===== config.mk =====
export PLATFORM = sky130hd
export DESIGN_NAME = mdio_master
export DESIGN_NICKNAME = d
export VERILOG_FILES = /design/src/rtl/mdio_pkg.sv /design/src/rtl/mdio_datapath.sv /design/src/rtl/mdio_ctrl.sv /design/src/rtl/mdio_master.sv
export SDC_FILE = /design/constraint.sdc
export NUM_CORES = 1
export LEC_CHECK = 0
export ABC_AREA = 1
export BUFFER_PORTS_ARGS = -buffer_cell sky130_fd_sc_hd__buf_2
export CORE_MARGIN = 3
export CORE_UTILIZATION = 25
export CTS_CLUSTER_SIZE = 28
export DETAILED_ROUTE_END_ITERATION = 8
export PLACE_DENSITY = 0.37
export SETUP_SLACK_MARGIN = 0.02
export SYNTH_ARGS = -nofsm -noshare
export SYNTH_HDL_FRONTEND = slang
export SYNTH_SLANG_ARGS = --single-unit

===== constraint.sdc =====
create_clock -name clk -period 4.9 [get_ports clk]
set_clock_uncertainty 0.1 [all_clocks]
set_input_delay 0.735 -clock clk [delete_from_list [all_inputs] [get_ports clk]]
set_output_delay 0.735 -clock clk [all_outputs]
set_load 0.01 [all_outputs]

===== src/rtl/mdio_pkg.sv =====
package mdio_pkg;
  localparam int PRE_BITS   = 32;
  localparam int FRAME_BITS = 32;
  localparam int DATA_BITS  = 16;
  localparam int CNT_W      = 7;

  typedef struct packed {
    logic                  load;
    logic                  run;
    logic                  withPre;
    logic                  capture;
    logic [3:0]            divSel;
    logic [FRAME_BITS-1:0] frameWord;
  } dpCtrl_t;

  // Half the MDC period in system clocks for each divider code.
  function automatic logic [CNT_W-1:0] halfPeriod(input logic [3:0] code);
    case (code)
      4'h0: halfPeriod = CNT_W'(1);
      4'h1: halfPeriod = CNT_W'(2);
      4'h2: halfPeriod = CNT_W'(3);
      4'h3: halfPeriod = CNT_W'(4);
      4'h4: halfPeriod = CNT_W'(5);
      4'h5: halfPeriod = CNT_W'(7);
      4'h6: halfPeriod = CNT_W'(10);
      4'h7: halfPeriod = CNT_W'(14);
      4'h8: halfPeriod = CNT_W'(8);
      4'h9: halfPeriod = CNT_W'(16);
      4'hA: halfPeriod = CNT_W'(24);
      4'hB: halfPeriod = CNT_W'(32);
      4'hC: halfPeriod = CNT_W'(40);
      4'hD: halfPeriod = CNT_W'(56);
      4'hE: halfPeriod = CNT_W'(80);
      default: halfPeriod = CNT_W'(112);
    endcase
  endfunction
endpackage


===== src/rtl/mdio_datapath.sv =====
module mdio_datapath
  import mdio_pkg::*;
(
  input  logic                 clk,
  input  logic                 rstN,
  input  dpCtrl_t              ctl,
  input  logic                 mdioIn,
  output logic                 mdc,
  output logic                 fallTick,
  output logic                 mdioOut,
  output logic [DATA_BITS-1:0] rxData
);
  localparam int SH_W = PRE_BITS + FRAME_BITS;

  logic [CNT_W-1:0] divCnt;
  logic [SH_W-1:0]  shReg;
  logic             toggle;
  logic             riseTick;

  assign toggle   = ctl.run && (divCnt == halfPeriod(ctl.divSel) - CNT_W'(1));
  assign riseTick = toggle && !mdc;
  assign fallTick = toggle && mdc;
  assign mdioOut  = shReg[SH_W-1];

  always_ff @(posedge clk or negedge rstN) begin
    if (!rstN) begin
      divCnt <= '0;
      mdc    <= 1'b0;
      shReg  <= '0;
      rxData <= '0;
    end else begin
      if (!ctl.run) begin
        divCnt <= '0;
        mdc    <= 1'b0;
      end else if (toggle) begin
        divCnt <= '0;
        mdc    <= ~mdc;
      end else begin
        divCnt <= divCnt + CNT_W'(1);
      end

      if (ctl.load)
        shReg <= ctl.withPre ? {{PRE_BITS{1'b1}}, ctl.frameWord}
                             : {ctl.frameWord, {PRE_BITS{1'b0}}};
      else if (fallTick)
        shReg <= {shReg[SH_W-2:0], 1'b0};

      if (riseTick && ctl.capture)
        rxData <= {rxData[DATA_BITS-2:0], mdioIn};
    end
  end
endmodule


===== src/rtl/mdio_ctrl.sv =====
module mdio_ctrl
  import mdio_pkg::*;
#(
  parameter int         ADDR_W  = 6,
  parameter logic [4:0] TBI_RST = 5'h1F
) (
  input  logic                 clk,
  input  logic                 rstN,
  input  logic                 regWrEn,
  input  logic [ADDR_W-1:0]    regAddr,
  input  logic [31:0]          regWdata,
  output logic [31:0]          regRdata,
  input  logic [DATA_BITS-1:0] rxData,
  input  logic                 fallTick,
  output dpCtrl_t              ctl,
  output logic                 mdioOe,
  output logic                 busyInd,
  output logic                 scanInd,
  output logic                 notValidInd,
  output logic                 softRst
);
  localparam int WORD_W   = ADDR_W - 2;
  localparam int TOTAL    = PRE_BITS + FRAME_BITS;
  localparam int IDX_W    = $clog2(TOTAL + 1);
  localparam int TA_POS   = 14;
  localparam int DATA_POS = 16;
  localparam logic [WORD_W-1:0] W_CFG = WORD_W'(0);
  localparam logic [WORD_W-1:0] W_CMD = WORD_W'(1);
  localparam logic [WORD_W-1:0] W_ADR = WORD_W'(2);
  localparam logic [WORD_W-1:0] W_WR  = WORD_W'(3);
  localparam logic [WORD_W-1:0] W_RD  = WORD_W'(4);
  localparam logic [WORD_W-1:0] W_IND = WORD_W'(5);
  localparam logic [WORD_W-1:0] W_TBI = WORD_W'(13);

  logic                 cfgRst, cfgNoPre;
  logic [3:0]           cfgDiv;
  logic [1:0]           cmdReg;
  logic [4:0]           phyAd, regAd, tbiAd;
  logic [DATA_BITS-1:0] wrData, rdData;
  logic                 pendWr, pendRd, busyQ, isRead, preQ, scanQ, notValidQ;
  logic [IDX_W-1:0]     bitIdx, preOff, frameBit, lastIdx;
  logic                 start, done, aligned;
  logic [WORD_W-1:0]    word;
  logic                 unusedWdata;

  assign unusedWdata = ^regWdata[30:16];
  assign aligned  = (regAddr[1:0] == 2'b00);
  assign word     = regAddr[ADDR_W-1:2];
  assign preOff   = preQ ? IDX_W'(PRE_BITS) : '0;
  assign frameBit = bitIdx - preOff;
  assign lastIdx  = preOff + IDX_W'(FRAME_BITS - 1);
  assign start    = !busyQ && !cfgRst && (pendWr || pendRd || cmdReg[1]);
  assign done     = busyQ && fallTick && (bitIdx == lastIdx);

  always_comb begin
    ctl.load      = start;
    ctl.run       = busyQ && !cfgRst;
    ctl.withPre   = !cfgNoPre;
    ctl.capture   = busyQ && isRead && (frameBit >= IDX_W'(DATA_POS));
    ctl.divSel    = cfgDiv;
    ctl.frameWord = {2'b01, pendWr ? 2'b01 : 2'b10, phyAd, regAd, 2'b10,
                     pendWr ? wrData : {DATA_BITS{1'b1}}};
  end

  assign mdioOe      = busyQ && !(isRead && (frameBit >= IDX_W'(TA_POS)));
  assign busyInd     = busyQ;
  assign scanInd     = scanQ;
  assign notValidInd = notValidQ;
  assign softRst     = cfgRst;

  always_comb begin
    regRdata = '0;
    if (aligned) begin
      case (word)
        W_CFG:   regRdata = {cfgRst, 26'b0, cfgNoPre, cfgDiv};
        W_CMD:   regRdata = {30'b0, cmdReg};
        W_ADR:   regRdata = {19'b0, phyAd, 3'b0, regAd};
        W_WR:    regRdata = {16'b0, wrData};
        W_RD:    regRdata = {16'b0, rdData};
        W_IND:   regRdata = {29'b0, notValidQ, scanQ, busyQ};
        W_TBI:   regRdata = {27'b0, tbiAd};
        default: regRdata = '0;
      endcase
    end
  end

  always_ff @(posedge clk or negedge rstN) begin
    if (!rstN) begin
      cfgRst <= 1'b0; cfgNoPre <= 1'b0; cfgDiv <= '0; cmdReg <= '0;
      phyAd <= '0; regAd <= '0; tbiAd <= TBI_RST; wrData <= '0; rdData <= '0;
      pendWr <= 1'b0; pendRd <= 1'b0; busyQ <= 1'b0; isRead <= 1'b0;
      preQ <= 1'b0; scanQ <= 1'b0; notValidQ <= 1'b0; bitIdx <= '0;
    end else begin
      // frame sequencing
      if (start) begin
        busyQ  <= 1'b1;
        bitIdx <= '0;
        preQ   <= !cfgNoPre;
        isRead <= !pendWr;
        if (pendWr) pendWr <= 1'b0;
        else if (pendRd) pendRd <= 1'b0;
        else scanQ <= 1'b1;
        if (!pendWr && !scanQ) notValidQ <= 1'b1;
      end else if (busyQ && fallTick) begin
        bitIdx <= bitIdx + IDX_W'(1);
        if (done) begin
          busyQ <= 1'b0;
          scanQ <= scanQ && cmdReg[1];
          if (isRead) begin
            rdData    <= rxData;
            notValidQ <= 1'b0;
          end
        end
      end
      // register writes
      if (regWrEn && aligned) begin
        case (word)
          W_CFG: begin
            cfgRst   <= regWdata[31];
            cfgNoPre <= regWdata[4];
            cfgDiv   <= regWdata[3:0];
          end
          W_CMD: begin
            cmdReg <= regWdata[1:0];
            if (regWdata[0]) pendRd <= 1'b1;
          end
          W_ADR: begin
            phyAd <= regWdata[12:8];
            regAd <= regWdata[4:0];
          end
          W_WR: begin
            wrData <= regWdata[DATA_BITS-1:0];
            pendWr <= 1'b1;
          end
          W_TBI:   tbiAd <= regWdata[4:0];
          default: ;
        endcase
      end
      // management reset wins over everything above
      if (cfgRst) begin
        busyQ <= 1'b0; scanQ <= 1'b0; notValidQ <= 1'b0;
        pendWr <= 1'b0; pendRd <= 1'b0; cmdReg <= '0;
      end
    end
  end
endmodule


===== src/rtl/mdio_master.sv =====
module mdio_master
  import mdio_pkg::*;
#(
  parameter int ADDR_W = 6
) (
  input  logic              clk,
  input  logic              rstN,
  input  logic              regWrEn,
  input  logic [ADDR_W-1:0] regAddr,
  input  logic [31:0]       regWdata,
  output logic [31:0]       regRdata,
  output logic              mdc,
  output logic              mdioOut,
  output logic              mdioOe,
  input  logic              mdioIn
);
  dpCtrl_t              dpCtl;
  logic                 fallTick;
  logic [DATA_BITS-1:0] rxData;
  logic                 busyInd, scanInd, notValidInd, softRst;

  mdio_ctrl #(.ADDR_W(ADDR_W)) uCtrl (
    .clk(clk), .rstN(rstN), .regWrEn(regWrEn), .regAddr(regAddr),
    .regWdata(regWdata), .regRdata(regRdata), .rxData(rxData),
    .fallTick(fallTick), .ctl(dpCtl), .mdioOe(mdioOe), .busyInd(busyInd),
    .scanInd(scanInd), .notValidInd(notValidInd), .softRst(softRst)
  );

  mdio_datapath uDp (
    .clk(clk), .rstN(rstN), .ctl(dpCtl), .mdioIn(mdioIn), .mdc(mdc),
    .fallTick(fallTick), .mdioOut(mdioOut), .rxData(rxData)
  );
endmodule


======== After elaboration in Yosys (flattened, before gate mapping) ========
Memories as Yosys holds them, arrays and structs flattened.
Index checks and enable logic that the tools add are counted.
cells by class
  $add $sub $neg .......................... 5
  order comparisons ....................... 2
  eq/ne operators ......................... 12
  mux-type cells .......................... 43
  bitwise logic cells ..................... 2
  reduce and logical (&&, ||, !) cells .... 43
operator list
  kind                                                                number
  case mux 32 bit (7 select lines)                                    1
  2-to-1 mux 64 bit                                                   3
  2-to-1 mux 32 bit                                                   1
  2-to-1 mux 1 bit                                                    28
  2-to-1 mux 7 bit                                                    4
  logical AND 1 bit                                                   16
  2-to-1 mux 16 bit                                                   1
  adder 7 x 1 -> 7 bit (second input constant)                        2
  equality test 7 bit                                                 2
  AND reduction 2 bit                                                 6
  AND reduction 4 bit                                                 3
  inequality test 3 x 2 -> 1 bit (second input constant)              3
  nonzero test 3 bit                                                  3
  equality test 4 x 2 -> 1 bit (second input constant)                2
  equality test 4 x 3 -> 1 bit (second input constant)                2
  2-to-1 mux 2 bit                                                    4
  nonzero test 2 bit                                                  4
  adder 7 x 5 -> 7 bit (second input constant)                        1
  greater-or-equal comparator 7 x 4 -> 1 bit (second input constant)  1
  greater-or-equal comparator 7 x 5 -> 1 bit (second input constant)  1
  zero test 1 bit                                                     7
  subtractor 7 x 1 -> 7 bit (second input constant)                   1
  subtractor 7 bit                                                    1
  2-to-1 mux 6 bit                                                    1
  7 further kinds                                                     9
word-level totals
  flip-flop bits (word level) ............. 157
  ROM bits ................................ 112
  input bits .............................. 42
  output and inout bits ................... 35
  word-level logic and storage cells ...... 129
  memories kept ........................... 1
memory list
  name              depth  width  read ports  clocked after memory_dff  write ports  line            text
  (name not given)  16     7      1           0                         0            mdio_pkg.sv:18  case (code)

======== Logic depth before layout (Yosys ltp) ========
Gate-level depths: netlist (run 1).
An unclocked memory read counts as a cell.
  depth in word-level cells ............... 11
  mapped depth ............................ 21
  depth with buffers taken out ............ 19

======== Cells and area by module ========
Synthesis (run 1) repeated with hierarchy kept, for this count alone.
unflattened totals
  cell total of the unflattened synthesis .. 1127
  area, all modules ....................... 8739.6 um^2
by module, submodules not included
  module         times used  cells an instance  area an instance (um^2)  seq. area each (um^2)
  mdio_datapath  1           631                4887.2                   2202.1
  mdio_ctrl      1           496                3852.4                   1732.9

======== Worst setup path after synthesis (run 1) ========
No wires, ideal clock.
  path type ............................... input-to-output
  start ................................... input regAddr[5]
  end ..................................... output regRdata[3]
  arrival time ............................ 2024 ps
  required time ........................... 4065 ps
  path slack .............................. 2041 ps
  stages .................................. 7
  path buffers ............................ 0
  cell sequence ........................... nor2_1 -> inv_1 -> nor3_1 -> clkinv_1 -> o21ai_0 -> a221oi_1 -> a21oi_1
on the way
  word-level cells in the longest chain between the ends .. 3
  elaborated cells between the ends (all ways) .. 9
  classes of those cells .................. eq/ne (6); mux (2); reduce/logical (1)
ends and longest elaborated chain
  item                                         line               text
  start: declaration                           mdio_master.sv:9   input logic [ADDR_W-1:0] regAddr,
  equality test 4 bit (tied with other cells)  mdio_ctrl.sv:74    case (word)
  case mux 32 bit (7 select lines) *           mdio_ctrl.sv:74
  2-to-1 mux 32 bit *                          mdio_ctrl.sv:73    if (aligned) begin
  end: declaration                             mdio_master.sv:11  output logic [31:0] regRdata,
Mark *: on every way between the ends. The rest lies on a longest branch, timed or not.

======== Final worst setup path (run 1) ========
  start ................................... input regAddr[5]
  end ..................................... output regRdata[4]
Same word-level chain as after synthesis.

==> impl_results.md, run 1 <==
* Status: finished, final reports clean
* Most common flop cell mapped by yosys: dfrtp_1
* Proportion of layout cells with a drive suffix above 1 at 16.5%
* Num rows at between 60 and 70
* Setup TNS at 0 ns
* Drt pass-1 iters at 4
* EDFF count, synth at 0
* Total gr overflow at 0
* Final WS setup at 1.27 ns
* Hold Crit Class: input pin to async pin
* Sequential area share after synthesis at between 50 and 60%
* Period utilization at 74.0%
* Final Hold Viols at 0
* Global-route usage over all layers at 13.6%
* Area growth syn-to-layout at 14.2%
* Post-synthesis cell area at 7830 sq um
* CP max stage cell: nor2_1
* Synth area leaders: dfrtp_1 49%, nand2_1 9.7%, o21ai_0 8.7%, inv_1 5.0%, nand3_1 3.1%
* Final instance area at between 8000 and 9000 sq um
* Synth area leader: dfrtp_1
* CTS Buffer Depth at 2
* Crit path required time at between 4 and 5 ns
* PwrDens at roughly 360 nW/um^2
* Clk Latency, worst-skew pair at 0.42 ns
* WL final at around 22 mm
* Remaining antenna violation count at 0
* Most frequent cells in the layout: 202 x nand2_1, 152 x dfrtp_1, 136 x o21ai_0
* Worst-Margin Slew at 1.03 ns
* Die width at 183 um
* Cell breakdown of the critical path: buf_2 > nor2_1 > inv_1 > nor3_1 > clkinv_1 > o22ai_1 > a211oi_1 > nor2_1 > buf_2
* Crit path time final at 3.63 ns
* Root buf cell: clkbuf_16
* Worst Setup End Kind: output port
* Pre-CTS setup slack at about 1.2 ns
* Worst VDD drop at ~180 uV
* RSZ-0062 raised after global routing: no
* Critical Path AT at ~2.8 ns
* Via count at between 6,000 and 7,000
* Slew HR at between 30% and 40%
* Number of distinct library cells after synthesis at 48
* Number of buffers and inverters on the critical path at 4
* Vias/cell at about 4.5
* PortBufs at 46
* Ys Warns at 0
* Highest clock rate at between 0.2 and 0.3 GHz
* Max-cap violations at 0
* Die area at between 30,000 and 40,000 sq um
* Post-Syn Area per Cell at about 8.4 sq um
* Num ports at between 70 and 80
* Global-route wire length before repair at approximately 36 mm
* CP delay by family, top: buffers and inverters
* Startpoint types: input pin
* Antenna violations before repair at 0
* WHS at 0.241 ns
* # DRC at 0
* Clock Pin Slew Worst Setup and Hold Paths at 0.07 ns
* Largest net degree at the start of global routing at ~160
* Die height at between 150 and 200 um
* Setup-failing EPs final at 0
* Critical path type: input pin to output port
* Htree depth at 4
* Most common cell after layout, fill and taps aside: nand2_1
* Number of CTS-inserted buffers at 17
* Fin. max-slew vios at 0
* Vias in the first global route at slightly above 6,000
* Initial Util at about a quarter
* Antenna Cells at 0
* Final nets at 1,010
* Core Area at approximately 30,000 sq um
* Dpl hpwl at 14.9 mm
* 1st-iter DRT viols at roughly 400
* Post-Syn Instances at around 930
* Post-CTS setup buffer count at 0
* Worst Path Max Fanout at 9
* Wirelength per Cell at about 16 um
* Num Clock Sinks at roughly 160
* Max incr delay on CP at approximately 0.39 ns
* Ys async rst share at 100%
* Hold-fix buffers, CTS at 0
* CTS tree: done
* Yosys top cell area share at roughly half
* GP Congestion at 0.732
* Placed cell area at between 8000 and 9000 sq um
* #FFs+latches synth at between 150 and 200
* Pleak at around 4 nW
* Post-CTS Resized at 0
cell families after synthesis:
family	after synthesis	share of synthesized area (%)
compound gates	241	17.7
xor+xnor	7	0.783
fa+ha+maj	6	0.958
buf+inv	172	9.90
flops	157	50.2
mux	6	0.862
other cells	1	0.0479
simple gates	341	19.5
worst reg2reg max path, stage by stage (launching register included):
cell and delay [ns]:
dfrtp_1 0.48, inv_2 0.08, ha_1 0.28, inv_1 0.03
nand2_1 0.09, nand3_2 0.09, ha_1 0.30, xor2_1 0.14
o21ai_0 0.09, nor2_1 0.11, nand3_1 0.13, nor2_4 0.19
nand4_4 0.29, nand2_2 0.13, buf_4 0.30, buf_4 0.44
o211ai_1 0.15, o21ai_0 0.11
cells in the mapped netlist (7+ instances only):
library cell  number
inv_1            105
o21ai_1           11
nand2_2           22
o21ai_2           16
inv_2              8
clkbuf_1          28
nor2_1            39
nand3_1           49
buf_4             17
nand2_1          203
o22ai_1           32
a21oi_1           18
o211ai_1           9
nor3_1             7
dfrtp_1          152
o21ai_0          136
metal layers:
metal  GRT usage [%]  vias to the layer above  wire length, um
met4            3.02                        0              170
met3            2.24                       12              624
met5               0                        -                0
li1                -                     3100                -
met2            20.5                       76             9680
met1            20.6                     2960            11700
cell type report:
cell class / instances / area (sq um)
Inverter: 114 / 428
Multi-Input combinational cell: 616 / 3180
Tap cell: 396 / 495
Timing Repair Buffer: 56 / 324
Fill cell: 3389 / 21800
Sequential cell: 157 / 3940
Clock inverter: 13 / 131
Clock buffer: 19 / 453
state kept, by name, summed over array words and instances, names as in the netlist:
| register | count |
|---|---|
| uCtrl.bitIdx | 7 |
| uCtrl.busyInd | 1 |
| uCtrl.cfgDiv | 4 |
| uCtrl.cfgNoPre | 1 |
| uCtrl.cmdReg | 2 |
| uCtrl.isRead | 1 |
| uCtrl.notValidInd | 1 |
| uCtrl.pendRd | 1 |
| uCtrl.pendWr | 1 |
| uCtrl.phyAd | 5 |
| uCtrl.preQ | 1 |
| uCtrl.rdData | 16 |
| uCtrl.regAd | 5 |
| uCtrl.scanInd | 1 |
| uCtrl.softRst | 1 |
| uCtrl.tbiAd | 5 |
| uCtrl.wrData | 16 |
| uDp.divCnt | 7 |
| uDp.mdc | 1 |
| uDp.rxData | 16 |
| uDp.shReg | 64 |
power breakdown:
| part | internal (mW) | switching [mW] | leakage [nW] |
|---|---|---|---|
| Sequential | 1.39 | 0.0869 | 2.13 |
| Combinational | 0.136 | 0.247 | 1.62 |
| Clock | 0.738 | 0.592 | 0.276 |
worst paths after layout:
check                           slack (ns)                         to                   startpoint  cells after the start
max in group asynchronous             3.62   uDp.shReg[7]$_DFFE_PN0P_                         rstN                      2
worst min-delay path                  0.24  uDp.shReg[12]$_DFFE_PN0P_                         rstN                      2
min in group clk                      0.38  uDp.shReg[60]$_DFFE_PN0P_    uDp.shReg[60]$_DFFE_PN0P_                      2
worst max register to register        1.29  uDp.shReg[61]$_DFFE_PN0P_  uCtrl.cfgDiv[1]$_DFFE_PN0P_                     17
worst min register to register        0.38  uDp.shReg[60]$_DFFE_PN0P_    uDp.shReg[60]$_DFFE_PN0P_                      2
worst max-delay path                  1.27                regRdata[4]                   regAddr[5]                      9
through the flow:
stage               power [mW]  util (%)  std cells
floorplan                 1.76         -        945
global placement          1.89      27.2       1339
detailed placement        1.90      27.2       1339
CTS                       3.25      29.1       1371
global route              3.37      29.1       1371
finish                    3.19      29.1       1371
No activity file was read; power rests on OpenSTA's default activity.
==> run 2, diff against run 1 <==
- clock period: 4.9 -> 3.6 ns (I/O delays scaled with it)
==> impl_results.md, run 2 (synthesized netlist as in run 1, its figures left out) <==
* Status: finished, final reports clean
* Number of CTS-inserted buffers at 17
* Worst Path Max Fanout at 44
* Final WS setup at 0.446 ns
* Global-route wire length before repair at about 37 mm
* Vias/cell at 4.52
* Largest net degree at the start of global routing at 79
* Max-cap violations at 0
* Die width at approximately 180 um
* # DRC at 0
* Antenna violations before repair at 0
* PortBufs at 46
* Core Area at between 30,000 and 40,000 sq um
* Total gr overflow at 0
* Global-route usage over all layers at between 10 and 15%
* WL final at approximately 23 mm
* Max incr delay on CP at 0.46 ns
* Num rows at between 60 and 70
* Worst Setup End Kind: register
* Setup-failing EPs final at 0
* Final nets at ~1,000
* Largest Register: uDp.shReg
* Slew HR at a little over a third
* Clock Pin Slew Worst Setup and Hold Paths at approximately 0.07 ns
* Critical Path AT at around 3.4 ns
* Final design utilization at ~30%
* Setup TNS at 0 ns
* Remaining antenna violation count at 0
* Proportion of layout cells with a drive suffix above 1 at between 10% and 20%
* Hold Crit Class: input pin to async pin
* CTS tree: done
* Wirelength per Cell at 16.3 um
* Total power at 4.45 mW
* Vias in the first global route at ~6,400
* Post-CTS setup buffer count at 0
* 1st-iter DRT viols at between 400 and 500
* Num Clock Sinks at between 150 and 200
* Crit path required time at around 3.8 ns
* Fin. max-slew vios at 0
* Root buf cell: clkbuf_16
* Dpl hpwl at between 15 and 20 mm
* RSZ-0062 raised after global routing: no
* R2r setup slk at roughly 0.45 ns
* Max reg flops at 64
* Die height at between 150 and 200 um
* Final instance area at between 9000 and 10,000 sq um
* Most common cell after layout, fill and taps aside: nand2_1
* Initial Util at roughly a quarter
* Clk Latency, worst-skew pair at about 0.43 ns
* Period utilization at between 80 and 90%
* Critical path type: register to register
* Num ports at 77
* Pre-CTS setup slack at 0.408 ns
* Fillers at 3,421
* Hold-fix buffers, CTS at 0
* Drt pass-1 iters at 5
* Crit path time final at ~3.2 ns
* Area of the multi-input gates at 3180 sq um
* Htree depth at 4
* Pleak at around 4.1 nW
* Highest clock rate at between 0.3 and 0.4 GHz
* Post-CTS Resized at 0
* Worst VDD drop at between 200 and 300 uV
* CTS Buffer Depth at 2
* Die area at about 33,000 sq um
* Register area at roughly 3900 sq um
* Area growth syn-to-layout at 15.9%
* Startpoint types: register
* Placed cell area at ~8500 sq um
* PwrDens at 490 nW/um^2
* Via count at between 6,000 and 7,000
* CP max stage cell: dfrtp_1
* GP Congestion at between 0.7 and 0.8
* Worst-Margin Slew at between 0.9 and 1 ns
* Final Hold Viols at 0
* Cell breakdown of the critical path: inv_2 > ha_1 > inv_1 > nand2_1 > nand3_2 > ha_1 > xor2_1 > o21ai_0 > nor2_1 > nand3_1 > nor2_4 > nand4_4 > nand2_2 > inv_2 > nand2_1 > o211ai_1
* Most frequent cells in the layout: 202 x nand2_1, 152 x dfrtp_1, 136 x o21ai_0
* Antenna Cells at 0
==> run 2: area by class of cell <==
cell class	count	area share (%)
clock buffer	17	4.69
clock inverter	15	2.07
inverter	114	4.71
multi-input combinational	616	35.0
sequential	157	43.4
tap	396	5.46
timing repair buffer	68	4.70
==> run 2: per-stage QoR <==
step	hold WS (ns)	std cells
after floorplan	0.144	945
after global placement	0.360	1351
after detailed placement	0.359	1351
after CTS	0.0885	1383
after global routing	0.108	1383
final	0.0547	1383
==> run 2: worst paths after layout <==
check,from,cells after the start,to
min,rstN,1,uDp.shReg[11]$_DFFE_PN0P_
max,uCtrl.cfgDiv[1]$_DFFE_PN0P_,16,uDp.shReg[50]$_DFFE_PN0P_
min reg2reg,uCtrl.scanInd$_DFFE_PN0P_,2,uCtrl.scanInd$_DFFE_PN0P_
max in group asynchronous,rstN,2,uCtrl.tbiAd[1]$_DFFE_PN1P_
max reg2reg,uCtrl.cfgDiv[1]$_DFFE_PN0P_,16,uDp.shReg[50]$_DFFE_PN0P_
min in group clk,regWdata[13],2,uCtrl.wrData[13]$_DFFE_PN0P_
==> run 2: power breakdown <==
part	switching (mW)	internal [mW]	total (mW)
clock	0.806	1.11	1.91
combinational	0.336	0.188	0.524
sequential	0.116	1.90	2.01
==> run 2: metal layers <==
layer	global-route usage, %	wire length (um)	share of wire, %
met1	20.9	11700	52
met2	22.0	10000	44
met3	2.26	647	2.9
met4	3.38	232	1.0
met5	0	0	0
==> run 2: worst max-delay path, delay by kind of cell, from the launching register on <==
kind	cells	cell delay, ns
XOR/XNOR	1	0.14
flip-flops	1	0.46
AND/OR/NAND/NOR	8	1.15
adder cells (fa/ha/maj)	2	0.57
AO/OA/AOI/OAI	2	0.18
buffers and inverters	3	0.41
==> run 3, diff against run 2 <==
- clock period: 3.6 -> 3.2 ns (I/O delays scaled with it)
==> impl_results.md, run 3 (synthesized netlist as in run 1, its figures left out) <==
* Clock Pin Slew Worst Setup and Hold Paths at ~0.07 ns
* Via count at around 6,300
* Switching portion of total power at between 20% and 30%
* Grt met1 use at roughly a fifth
* Root buf cell: clkbuf_16
* WL final at ~23 mm
* Cell breakdown of the critical path: inv_1 > ha_1 > inv_1 > nand2_1 > nand3_2 > ha_1 > xor2_1 > o21ai_0 > nor2_1 > nand3_2 > nor2_4 > nand4_4 > nor2_2 > nand2_1 > buf_12 > nand2_1 > o21ai_0
* Status: finished, final reports clean
* Final Hold Viols at 0
* Most common cell on crit path: nand2_1
* Switching pwr at about 1.4 mW
* Most frequent cells in the layout: 202 x nand2_1, 152 x dfrtp_1, 136 x o21ai_0
* Most common cell after layout, fill and taps aside: nand2_1
* Critical path type: register to register
* Pleak at approximately 4.1 nW
* Period utilization at roughly 91%
* PwrDens at between 500 and 600 nW/um^2
* Worst VDD drop at 277 uV
* GRT Max-Usage Layer: met2
* Fillers at 3,393
* Num Clock Sinks at about 160
* CP delay by family, top: simple AND/OR/NAND/NOR gates
* Htree depth at 4
* Num rows at 64
* Total power at 5.00 mW
* Die area at 33,500 sq um
* RSZ-0062 raised after global routing: no
* Internal power at around 3.6 mW
* Setup-failing EPs final at 0
* Worst Path Max Fanout at 31
* Drt pass-1 iters at 7
* Area growth syn-to-layout at 17.0%
* CP max stage cell: dfrtp_1
* Max incr delay on CP at 0.34 ns
* Met3 usage at between 2 and 2.5%
* CTS Buffer Depth at 2
* Number of buffers and inverters on the critical path at 3
* Critical Path AT at roughly 3.1 ns
* Combinational power share at approximately 12%
* PortBufs at 46
* Reg power frac at a little under half
* Slew HR at 46.1%
* Largest Register: uDp.shReg
* Crit path required time at around 3.4 ns
* Antenna Cells at 0
* Setup TNS at 0 ns
* GP Congestion at about 0.73
* Max-cap violations at 0
* Global-route usage over all layers at about 14%
* Die width at between 150 and 200 um
* Highest clock rate at 0.344 GHz
* Final nets at slightly above 1,000
* Proportion of layout cells with a drive suffix above 1 at around 18%
* Startpoint types: register
* Antenna violations before repair at 0
* Num ports at 77
* Global-route wire length before repair at about 37 mm
* Clk Latency, worst-skew pair at 0.42 ns
* CTS tree: done
* 1st-iter DRT viols at around 430
* Dpl hpwl at ~15 mm
* Clock share of power at roughly 42%
* Die height at between 150 and 200 um
* Number of CTS-inserted buffers at 17
* Worst-Margin Slew at 0.806 ns
* Met2 capacity usage during global routing at between 20% and 30%
* # DRC at 0
* Vias/cell at around 4.5
* Largest net degree at the start of global routing at 59
* Total gr overflow at 0
* Crit path time final at a little under 3 ns
* Core Area at between 30,000 and 40,000 sq um
* Remaining antenna violation count at 0
* Vias in the first global route at approximately 6,400
* Initial Util at roughly 25%
* Worst Setup End Kind: register
* Fin. max-slew vios at 0
* Max reg flops at 64
* Hold Crit Class: input pin to register
* Wirelength per Cell at about 16 um
## run 3: final cells by class
cell class / count / area (sq um) / area share (%)
inverter: 114 / 434 / 4.74
tap: 396 / 495 / 5.40
sequential: 157 / 3940 / 42.9
multi-input combinational: 616 / 3200 / 34.9
clock buffer: 21 / 460 / 5.02
timing repair buffer: 71 / 507 / 5.53
clock inverter: 10 / 138 / 1.50
## run 3: final timing paths
check / startpoint / endpoint / slack, ns / cells after the start
max reg2reg: uCtrl.cfgDiv[0]$_DFFE_PN0P_ / uCtrl.rdData[10]$_DFFE_PN0P_ / 0.29 / 17
min reg2reg: uDp.shReg[60]$_DFFE_PN0P_ / uDp.shReg[60]$_DFFE_PN0P_ / 0.38 / 2
max: uCtrl.cfgDiv[0]$_DFFE_PN0P_ / uCtrl.rdData[10]$_DFFE_PN0P_ / 0.29 / 17
min in group asynchronous: rstN / uDp.shReg[42]$_DFFE_PN0P_ / 0.50 / 2
min: regWdata[14] / uCtrl.wrData[14]$_DFFE_PN0P_ / 0.18 / 2
max in group asynchronous: rstN / uCtrl.tbiAd[1]$_DFFE_PN1P_ / 1.72 / 3
## run 3: metal layers
metal / up-vias / wire length (um)
li1: 3126 / -
met3: 16 / 586
met2: 86 / 9910
met4: 0 / 256
met5: - / 0
met1: 3033 / 11900
## run 3: power by group through the flow
stage	clock, mW	sequential (mW)	combinational (mW)
after CTS	2.19	2.26	0.628
after detailed placement	0	2.30	0.624
after global placement	0	2.30	0.620
after global routing	2.27	2.28	0.725
after floorplan	0	2.25	0.443
final	2.12	2.26	0.620
## run 3: per-stage QoR
| step | instances | area [sq um] | util [%] | worst slack (ns) | hold slack (ns) |
|---|---|---|---|---|---|
| 5_1_grt | 1385 | 9170 | 29.8 | 0.0293 | 0.170 |
| 2_1_floorplan | 945 | 7890 | - | 0.419 | 0.0844 |
| 4_1_cts | 1384 | 9120 | 29.6 | 0.112 | 0.169 |
| 6_report | 1385 | 9170 | 29.8 | 0.293 | 0.180 |
| 3_5_place_dp | 1352 | 8510 | 27.7 | 0.141 | 0.361 |
| 3_3_place_gp | 1352 | 8510 | 27.7 | 0.123 | 0.354 |
## run 3: what timing repair did
item,4_1_cts,5_1_grt
hold endpoints to repair,48,0
hold buffers,1,0
resized for setup,0,7
setup buffers,0,0
setup endpoints to repair,0,48
